--- src/rtl/pscl_pkg.sv ---
package pscl_pkg;

    localparam int SEL_W  = 3;
    localparam int MODE_W = 2;

    typedef enum logic [MODE_W-1:0] {
        SYNC_CLK     = 2'd0,
        SYNC_TICK    = 2'd1,
        SYNC_RESTART = 2'd2,
        SYNC_RSVD    = 2'd3
    } sync_mode_e;

    // log2 of the divide ratio: 0,1,2,3,4 then 6,8,10 (32 and 128 skipped)
    function automatic int ratio_shift(input logic [SEL_W-1:0] sel);
        int s;
        s = int'(sel);
        if (s < 5) return s;
        return 2 * s - 4;
    endfunction

endpackage

--- src/rtl/pscl_cfg_hold.sv ---
module pscl_cfg_hold
    import pscl_pkg::*;
(
    input  logic              clk,
    input  logic              rst_n,
    input  logic              enable,
    input  logic [SEL_W-1:0]  sel_in,
    input  logic [MODE_W-1:0] mode_in,
    output logic [SEL_W-1:0]  sel_q_o,
    output sync_mode_e        mode_q_o
);

    typedef struct packed {
        logic [SEL_W-1:0] sel;
        sync_mode_e       mode;
    } cfg_t;

    cfg_t st_d, st_q;

    always_comb begin
        st_d = st_q;
        if (!enable) begin
            st_d.sel  = sel_in;
            st_d.mode = sync_mode_e'(mode_in);
        end
    end

    always_ff @(posedge clk or negedge rst_n) begin
        if (!rst_n) st_q <= '{sel: '0, mode: SYNC_CLK};
        else        st_q <= st_d;
    end

    assign sel_q_o  = st_q.sel;
    assign mode_q_o = st_q.mode;

    assert_cfg_frozen_R5: assert property (@(posedge clk) disable iff (!rst_n)
        (enable && $past(enable)) |-> ($stable(st_q.sel) && $stable(st_q.mode)));

endmodule

--- src/rtl/pscl_div_core.sv ---
module pscl_div_core
    import pscl_pkg::*;
#(
    parameter int CNT_W = 10
) (
    input  logic             clk,
    input  logic             rst_n,
    input  logic             enable,
    input  logic [SEL_W-1:0] sel,
    input  logic             restart,
    output logic             tick
);

    localparam int MAX_SHIFT = 10;

    typedef struct packed {
        logic [CNT_W-1:0] cnt;
    } core_t;

    core_t            st_d, st_q;
    logic [CNT_W-1:0] limit;
    logic             wrap;

    always_comb begin
        limit = CNT_W'((32'd1 << ratio_shift(sel)) - 32'd1);
        wrap  = (st_q.cnt == limit);
        tick  = enable && wrap;
        st_d  = st_q;
        if (!enable)      st_d.cnt = '0;
        else if (restart) st_d.cnt = '0;
        else if (wrap)    st_d.cnt = '0;
        else              st_d.cnt = st_q.cnt + 1'b1;
    end

    always_ff @(posedge clk or negedge rst_n) begin
        if (!rst_n) st_q <= '{cnt: '0};
        else        st_q <= st_d;
    end

    initial begin
        assert_cnt_width_R1: assert (CNT_W >= MAX_SHIFT);
    end

    assert_div1_every_cycle_R2: assert property (@(posedge clk) disable iff (!rst_n)
        (enable && sel == '0) |-> tick);

    assert_single_pulse_R3: assert property (@(posedge clk) disable iff (!rst_n)
        (tick && sel != '0) |=> !tick);

    assert_start_from_zero_R4: assert property (@(posedge clk) disable iff (!rst_n)
        (enable && !$past(enable)) |-> (st_q.cnt == '0));

    assert_restart_clears_R9: assert property (@(posedge clk) disable iff (!rst_n)
        restart |=> (st_q.cnt == '0));

endmodule

--- src/rtl/pscl_retrig_ctl.sv ---
module pscl_retrig_ctl
    import pscl_pkg::*;
(
    input  logic       clk,
    input  logic       rst_n,
    input  logic       enable,
    input  sync_mode_e mode,
    input  logic       retrig,
    input  logic       tick,
    output logic       restart,
    output logic       reload
);

    typedef struct packed {
        logic rel;
        logic pend;
    } ctl_t;

    ctl_t st_d, st_q;
    logic wait_tick;

    always_comb begin
        wait_tick = (mode == SYNC_TICK);
        restart   = enable && retrig && (mode == SYNC_RESTART);
        reload    = enable && (st_q.rel || (st_q.pend && tick));
        st_d      = st_q;
        if (!enable) begin
            st_d.rel  = 1'b0;
            st_d.pend = 1'b0;
        end else if (wait_tick) begin
            st_d.rel  = 1'b0;
            st_d.pend = (st_q.pend && !tick) || retrig;
        end else begin
            st_d.rel  = retrig;
            st_d.pend = 1'b0;
        end
    end

    always_ff @(posedge clk or negedge rst_n) begin
        if (!rst_n) st_q <= '{rel: 1'b0, pend: 1'b0};
        else        st_q <= st_d;
    end

    assert_idle_quiet_R4: assert property (@(posedge clk) disable iff (!rst_n)
        !enable |-> (!reload && !tick));

    assert_next_clock_R6: assert property (@(posedge clk) disable iff (!rst_n)
        (enable && retrig && mode == SYNC_CLK) |=> (reload || !enable));

    assert_on_tick_R7: assert property (@(posedge clk) disable iff (!rst_n)
        (reload && mode == SYNC_TICK) |-> tick);

    assert_pending_kept_R8: assert property (@(posedge clk) disable iff (!rst_n)
        (enable && wait_tick && st_q.pend && !tick) |=> (st_q.pend || !enable));

    assert_restart_reload_R9: assert property (@(posedge clk) disable iff (!rst_n)
        (enable && retrig && mode == SYNC_RESTART) |=> (reload || !enable));

    assert_reserved_R10: assert property (@(posedge clk) disable iff (!rst_n)
        (enable && retrig && mode == SYNC_RSVD) |=> (reload || !enable));

endmodule

--- src/rtl/retrig_prescaler.sv ---
module retrig_prescaler
    import pscl_pkg::*;
#(
    parameter int CNT_W = 10
) (
    input  logic              clk,
    input  logic              rst_n,
    input  logic              enable,
    input  logic [SEL_W-1:0]  div_sel,
    input  logic [MODE_W-1:0] sync_mode,
    input  logic              retrig,
    output logic              tick,
    output logic              reload
);

    logic [SEL_W-1:0] sel_q;
    sync_mode_e       mode_q;
    logic             restart;

    pscl_cfg_hold u_cfg (
        .clk      (clk),
        .rst_n    (rst_n),
        .enable   (enable),
        .sel_in   (div_sel),
        .mode_in  (sync_mode),
        .sel_q_o  (sel_q),
        .mode_q_o (mode_q)
    );

    pscl_div_core #(.CNT_W(CNT_W)) u_div (
        .clk     (clk),
        .rst_n   (rst_n),
        .enable  (enable),
        .sel     (sel_q),
        .restart (restart),
        .tick    (tick)
    );

    pscl_retrig_ctl u_ctl (
        .clk     (clk),
        .rst_n   (rst_n),
        .enable  (enable),
        .mode    (mode_q),
        .retrig  (retrig),
        .tick    (tick),
        .restart (restart),
        .reload  (reload)
    );

endmodule

--- config.mk ---
export PLATFORM = sky130hd
export DESIGN_NAME = retrig_prescaler
export DESIGN_NICKNAME = d
export VERILOG_FILES = /design/src/rtl/pscl_pkg.sv /design/src/rtl/pscl_cfg_hold.sv /design/src/rtl/pscl_div_core.sv /design/src/rtl/pscl_retrig_ctl.sv /design/src/rtl/retrig_prescaler.sv
export SDC_FILE = /design/constraint.sdc
export NUM_CORES = 1
export LEC_CHECK = 0
export BUFFER_PORTS_ARGS = -buffer_cell sky130_fd_sc_hd__buf_2
export CAP_MARGIN = 20
export CORE_MARGIN = 8
export CORE_UTILIZATION = 50
export CTS_BUF_LIST = sky130_fd_sc_hd__clkbuf_16
export DETAILED_ROUTE_END_ITERATION = 10
export GPL_ROUTABILITY_DRIVEN = 0
export PLACE_DENSITY = 0.78
export SETUP_SLACK_MARGIN = 0.05
export SLEW_MARGIN = 20
export SYNTH_ARGS = -nofsm -noshare
export SYNTH_HDL_FRONTEND = slang
export SYNTH_SLANG_ARGS = --single-unit
--- constraint.sdc ---
create_clock -name clk -period 2.1 [get_ports clk]
set_input_delay 0.42 -clock clk [delete_from_list [all_inputs] [get_ports clk]]
set_output_delay 0.42 -clock clk [all_outputs]
set_load 0.05 [all_outputs]
Word level (Yosys, flattened, before mapping) --
Cells that the tools add are included.
Storage, ports and cells: logic and storage cells 30, register bits after elaboration 17, output and inout port bits 2, input bits 9
Cells by class: order comparisons 1, muxes and demuxes 8, add/sub/neg operators 3, shift operators 1, equality and inequality tests 3, reduce and logical (&&, ||, !) cells 9
Operators with widths (count):
- $mux 32 | 1
- $shl 1x32->10 const A | 1
- $mux 10 | 3
- $add 10x1->10 const B | 1
- $eq 10x10->1 | 1
- $sub 10x1->10 const B | 1
- $logic_and 1x1->1 | 6
- $sub 4x3->5 const B | 1
- $mux 2 | 2
- $lt 3x3->1 const B | 1
- $mux 3 | 1
- $eq 2x1->1 const B | 1
- $eq 2x2->1 const B | 1
- $logic_or 1x1->1 | 2
- $logic_not 1->1 | 1
- $mux 1 | 1

Depth between registers and ports, before layout --
Gate-level depths: netlist of the first run.
word-level depth 12, mapped depth 6, gate-level depth less buffers 4

Modules after synthesis --
A second synthesis of the first run with hierarchy kept.
Unflattened totals: cell total of the unflattened synthesis 94, area total of the unflattened synthesis 969.7 um2
Modules (own cells, without submodules):
- pscl_div_core | cells each 74, area an instance 691.9 um2, times used 1
- pscl_cfg_hold | cells each 10, area an instance 181.4 um2, times used 1
- pscl_retrig_ctl | cells each 10, area an instance 96.3 um2, times used 1

Worst setup path after synthesis of the first run --
Ideal clock, no wire load.
kind reg-to-output, from reg u_cfg.st_q, in the netlist u_cfg.sel_q_o[1], to out reload, stages on the path, launching flop included 7, arrival time 2.005 ns, slack -0.325 ns, cells stage by stage dfrtp_1 buf_6 or4_1 a2bb2oi_1 a222oi_1 buf_4 a32o_1
On the way: cells in the longest elaborated chain, start to end 10, elaborated cells on any way between the ends 12, classes of those cells 2 x add/sub; 1 x order compare; 1 x eq/ne; 1 x shift; 3 x mux; 4 x reduce/logical
Ends and longest elaborated chain:
- start: declaration | line pscl_cfg_hold.sv:18 | cfg_t st_d, st_q;
- start signal: assignment | line pscl_cfg_hold.sv:29 | if (!rst_n) st_q <= '{sel: '0, mode: SYNC_CLK};
- start signal: assignment | line pscl_cfg_hold.sv:30 | else st_q <= st_d;
- $lt 3x3->1 | line pscl_pkg.sv:17 | if (s < 5) return s;
- $mux 3 or $mux 1 (tied branches) | line pscl_pkg.sv:17
- $mux 32 * | line pscl_pkg.sv:18 | return 2 * s - 4;
- $shl 1x32->10 * | line pscl_div_core.sv:25 | limit = CNT_W'((32'd1 << ratio_shift(sel)) - 32'd1);
- $sub 10x1->10 * | line pscl_div_core.sv:25
- $eq 10x10->1 * | line pscl_div_core.sv:26 | wrap = (st_q.cnt == limit);
- $logic_and 1x1->1 * | line pscl_div_core.sv:27 | tick = enable && wrap;
- $logic_and 1x1->1 * | line pscl_retrig_ctl.sv:25 | reload = enable && (st_q.rel || (st_q.pend && tick));
- $logic_or 1x1->1 * | line pscl_retrig_ctl.sv:25
- $logic_and 1x1->1 * | line pscl_retrig_ctl.sv:25
- end: declaration | line retrig_prescaler.sv:13 | output logic reload
Every way passes the cells marked *; elsewhere a longest branch is shown, timed or not.

Final worst setup path of the first run --
Ends and elaborated chain as after synthesis.

==> flow_metrics.tcl, run 1 <==
set metrics [dict create \
    cts_tree "yes" \
    m1WireLength_um 1040 \
    ys_seq_area_share_pct 46.1 \
    core_area_sq_um 1730 \
    synth_area_sq_um 923 \
    dp.cells 139 \
    cts_sinks 17 \
    die_y_um 59.0 \
    synth_top_cell_by_area "dfrtp_1" \
    p_leak_uw 0.000588 \
    dieArea_sq_um 3480 \
    insertion_delay_ns 0.25 \
    vdd_drop_max_mv 0.516 \
    rsz0062_at_grt "yes" \
    hold_viol_final 0 \
    grt_start_max_net_pins 18 \
    ys_types 30 \
    postPlaceCellArea_sq_um 1120 \
    antenna_found_initial 0 \
    cts_hold_buf 0 \
    viasPerCell 5.95 \
    cp.required_ns 1.68 \
    drtAntennaViolNets 0 \
    wl_met2_um 1290 \
    clk_path_buf_depth 2 \
    dp_slack_ns -0.186 \
    grt_pass1_vias 826 \
    synth_nets 100 \
    instances_no_fill 146 \
    io_pins 11 \
    crit_arrival_ns 2.11 \
    status "finished with violations" \
    fmax_mhz 395 \
    powerDensity_nw_per_um2 737 \
    io_buffers 10 \
    setup-violations-final 2 \
    ys.warnings.count 0 \
    cts-htree-levels 1 \
    postSynthAreaPerCell_sq_um 10.3 \
    routed_wl_um 2480 \
    clock-root-buffer "clkbuf_16" \
    multi_input_area_sq_um 485 \
    drv_cap 0 \
    reg2reg_from "u_cfg.sel_q_o[1]" \
    crit_fanout 4 \
    cts_buffers 3 \
    slew_violations 0 \
    yosys-top-cells-area "dfrtp_1 (46%), mux2_2 (6.1%), a211oi_1 (4.9%), xor2_1 (4.7%), nand4_1 (4.1%)" \
    crit_type "reg2out" \
    synth-seq-cells 17 \
    route.detailed.drc 0 \
    grt_usage_pct 14.3 \
    end_kind "primary output" \
    wl_per_cell_um 17.0 \
    yosysTopAreaCellShare_pct 46.1 \
    start_util_pct 53.5 \
    grt-ovfl-total 0 \
    hp-class "in2async" \
    area_delta_synth_final_pct 37.4 \
    setup_slack_ns -0.434 \
    start_kind "flop" \
    dr_total_vias 869 \
    power_uw 935 \
    nets 132 \
    seq_area_sq_um 425 \
    diodes 0 \
    grt_pass1_wl_um 3820 \
    path_clk_slew_ns 0.05 \
    fp.dieW_um 59.0 \
    timing.hold.ws_ns 0.0865 \
    worstRegToRegCells 7 \
    tightestPinTransition_ns 0.390 \
    design_area_sq_um 1270 \
    fin_crit_sh_pct 121 \
    violations "setup timing" \
    max-slew-margin-rel_pct 74.0 \
    drtIter0Drc 52 \
    fill_cells 123 \
    dr.pass1.iters 4 \
    dr_wl_met3_um 109 \
    r2r_end "u_div.st_q[3]" \
    top_layer "met4" \
    skew_ns 0.00130 \
    drive_above_1_share_pct 37.2 \
    synth_cells 90 \
    rows 15 \
    dp.final_hpwl_um 1640 \
    min_period_ns 2.53 \
    regToRegSetupSlack_ns 0.19 \
]
[cells by family after synthesis]
kind of cell | Yosys count | synth area share, %
adders and majority gates | 1 | 1.35
buffers and inverters | 7 | 4.20
muxes | 5 | 6.10
DFF | 17 | 46.1
xor gates and xnor gates | 8 | 7.59
AOI/OAI and AO/OA | 18 | 14.2
and+or+nand+nor | 34 | 20.5
[registers in the layout, summed over array words and instances, names as in the netlist]
register        flops
u_cfg.mode_q_o      2
u_cfg.sel_q_o       3
u_ctl.st_q          2
u_div.st_q         10
[stage by stage]
stage,setup TNS [ns],util (%)
after global routing,-0.919,73.5
after floorplan,-0.381,-
final,-0.843,73.5
after CTS,-0.727,71.7
after global placement,-0.374,64.8
after detailed placement,-0.370,64.8
[layout make-up]
class	count	area share, %
well taps	25	2.47
clock inverters	1	0.394
multi-input cells	66	38.3
flip-flops and latches	17	33.5
repair buffers	32	18.8
clock buffers	3	5.92
inverters	2	0.592
[cells in the mapped netlist]
cell / count
a211o_1: 1
a211oi_1: 6
a21oi_1: 3
a222oi_1: 1
a2bb2oi_1: 1
a31oi_1: 1
a32o_1: 1
and2_1: 1
and3_1: 3
and4_1: 1
buf_2: 1
buf_4: 1
buf_6: 1
clkbuf_1: 2
dfrtp_1: 17
ha_1: 1
inv_1: 2
mux2_2: 5
nand2_1: 5
nand3_1: 7
nand4_1: 6
nor2_1: 4
nor3_1: 1
nor4bb_1: 1
o2111ai_1: 2
o21ai_0: 2
or3_1: 3
or4_1: 2
xnor2_1: 3
xor2_1: 5
[placed cells by master, fill, tap and decap left out]
master | Yosys | layout
buf_4 | 1 | 20
dfrtp_1 | 17 | 17
buf_2 | 1 | 8
nand3_1 | 7 | 6
nand4_1 | 6 | 6
a211oi_1 | 6 | 6
nand2_1 | 5 | 5
xor2_1 | 5 | 5
mux2_2 | 5 | 5
nor2_1 | 4 | 4
or3_1 | 3 | 3
xnor2_1 | 3 | 3
a21oi_1 | 3 | 3
clkbuf_16 | 0 | 3
buf_6 | 1 | 3
or4_1 | 2 | 2
and3_1 | 3 | 2
o2111ai_1 | 2 | 2
o21ai_0 | 2 | 2
inv_1 | 2 | 2
nand3_2 | 0 | 1
a211o_1 | 1 | 1
nor4bb_4 | 0 | 1
a2bb2oi_1 | 1 | 1
a222oi_1 | 1 | 1
and3_4 | 0 | 1
a31oi_1 | 1 | 1
and4_1 | 1 | 1
and2_1 | 1 | 1
a32o_2 | 0 | 1
nor3_1 | 1 | 1
ha_1 | 1 | 1
clkinv_2 | 0 | 1
buf_8 | 0 | 1
[critical path, stage by stage (launching register included)]
cell and delay [ns]:
dfrtp_1 0.40, buf_4 0.14, or3_1 0.38, or4_1 0.45
nand3_2 0.13, a32o_2 0.20, buf_6 0.16
[power breakdown]
group          switching, uW  internal [uW]  leakage, uW
combinational           94.3           95.7     0.000324
clock                    130            255    0.0000409
sequential              14.6            346     0.000223
[what timing repair did]
item	CTS	global route
pin swaps	0	0
gates cloned	0	0
setup buffers	2	1
setup endpoints to repair	2	2
gates resized for setup	6	5
[worst max-delay path by stage]
stage                                start      to  slack [ns]  cells past startpoint
final                     u_cfg.sel_q_o[1]  reload       -0.43                      6
after global routing      u_cfg.sel_q_o[1]  reload       -0.47                      6
after CTS                 u_cfg.sel_q_o[1]  reload       -0.37                      6
after detailed placement  u_cfg.sel_q_o[2]  reload       -0.19                      8
after global placement    u_cfg.sel_q_o[2]    tick       -0.19                      6
after floorplan           u_cfg.sel_q_o[1]  reload       -0.20                      6
[layer usage]
metal,vias to the layer above,global-route usage (%)
met5,-,0
met4,0,6.83
met3,7,3.25
met2,27,23.2
met1,429,17.5
li1,406,-
(Power assumes the default switching activity.)
==> run 2, diff against run 1 <==
RECOVER_POWER = 25   (was not set)
==> flow_metrics.tcl, run 2 (synthesis results as in run 1) <==
set metrics [dict create \
    crit_type "reg2out" \
    area_delta_synth_final_pct 37.3 \
    dp.cells 139 \
    min_period_ns 2.53 \
    crit_arrival_ns 2.11 \
    start_util_pct 53.5 \
    rsz0062_at_grt "yes" \
    crit_fanout 4 \
    fill_cells 124 \
    layout_commonest_cell "buf_4" \
    drive_above_1_share_pct 36.4 \
    cp.required_ns 1.68 \
    dp_slack_ns -0.186 \
    largest_register_ffs 10 \
    insertion_delay_ns 0.25 \
    route.detailed.drc 0 \
    viasPerCell 6.01 \
    rows 15 \
    drtAntennaViolNets 0 \
    p_leak_uw 0.000585 \
    final_cell_mix "buf_4 (20), dfrtp_1 (17), buf_2 (7)" \
    drtIter0Drc 52 \
    dr_total_vias 878 \
    fp.dieW_um 59.0 \
    skew_ns 0.00108 \
    cts_tree "yes" \
    cts-htree-levels 1 \
    vdd_drop_max_mv 0.515 \
    antenna_found_initial 0 \
    fmax_mhz 395 \
    grt_usage_pct 14.3 \
    nets 132 \
    diodes 0 \
    setup-violations-final 2 \
    grt_pass1_wl_um 3820 \
    tightestPinTransition_ns 0.930 \
    setup_slack_ns -0.433 \
    instances_no_fill 146 \
    clock-root-buffer "clkbuf_16" \
    dr.pass1.iters 4 \
    fin_crit_sh_pct 121 \
    status "finished with violations" \
    dp.final_hpwl_um 1640 \
    grt_pass1_vias 826 \
    grt-ovfl-total 0 \
    clk_path_buf_depth 2 \
    dieArea_sq_um 3480 \
    die_y_um 59.0 \
    max-slew-margin-rel_pct 38.0 \
    cts_sinks 17 \
    start_kind "flop" \
    routed_wl_um 2480 \
    top_register "u_div.st_q" \
    powerDensity_nw_per_um2 737 \
    final_util_pct 73.4 \
    hold_viol_final 0 \
    wl_per_cell_um 17.0 \
    end_kind "primary output" \
    grt_start_max_net_pins 18 \
    violations "setup timing" \
    path_clk_slew_ns 0.05 \
    hp-class "in2async" \
    cts_buffers 3 \
    core_area_sq_um 1730 \
    io_pins 11 \
    slew_violations 0 \
    drv_cap 0 \
    io_buffers 10 \
]
run 2: cell count changes in the layout (fill, tap and decap cells not counted), sizes merged:
cell	before	now
clkbuf	3	4
buf	32	31
run 2: where the power goes:
part	switching, uW	total [uW]	internal (uW)
clock	129	384	255
sequential	14.5	360	346
combinational	94.3	190	95.4
run 2: critical path, cell delays in order (launching register included):
cell	delay, ns
dfrtp_1	0.40
buf_4	0.14
or3_1	0.38
or4_1	0.45
nand3_2	0.13
a32o_2	0.20
buf_6	0.16
run 2: timing repair:
| item | in CTS | in global routing |
|---|---|---|
| gates resized for setup | 6 | 5 |
| hold buffers | 0 | 0 |
| setup endpoints to repair | 2 | 2 |
| buffers inserted | 2 | 1 |
| pin swaps | 0 | 0 |
| endpoints found under the hold margin | 0 | 0 |
run 2: final cells by class:
type	instances	area, sq um	area share, %
clock buffer	3	75.1	5.92
clock inverter	1	5.00	0.395
inverter	2	7.51	0.592
multi-input combinational	66	485	38.3
sequential	17	425	33.6
tap	25	31.3	2.47
timing repair buffer	32	238	18.8
run 2: path summary, 6_finish.rpt:
path,startpoint,endpoint,cells past startpoint,slack [ns]
max,u_cfg.sel_q_o[1],reload,6,-0.43
min,rst_n,u_cfg.mode_q_o[0],1,0.29
max in group asynchronous,rst_n,u_div.st_q[4],1,1.25
max reg2reg,u_cfg.sel_q_o[1],u_div.st_q[3],7,0.19
min in group clk,sync_mode[0],u_cfg.mode_q_o[0],2,0.40
min reg2reg,u_cfg.mode_q_o[0],u_ctl.st_q[1],1,0.50
run 2: per-layer routing:
metal / vias up / part of all wire (%) / track usage, %
met4: 0 / 1.8 / 6.83
li1: 407 / - / -
met3: 7 / 4.8 / 3.25
met1: 431 / 41 / 17.5
met2: 33 / 52 / 23.2
met5: - / 0 / 0
run 2: stage by stage:
stage / instance area [sq um] / total power (uW) / hold slack, ns / setup TNS (ns)
3_5_place_dp: 1120 / 524 / 0.359 / -0.370
5_1_grt: 1270 / 966 / 0.375 / -0.919
4_1_cts: 1240 / 916 / 0.0976 / -0.727
2_1_floorplan: 926 / 448 / 0.124 / -0.381
3_3_place_gp: 1120 / 520 / 0.358 / -0.374
6_report: 1270 / 935 / 0.286 / -0.843
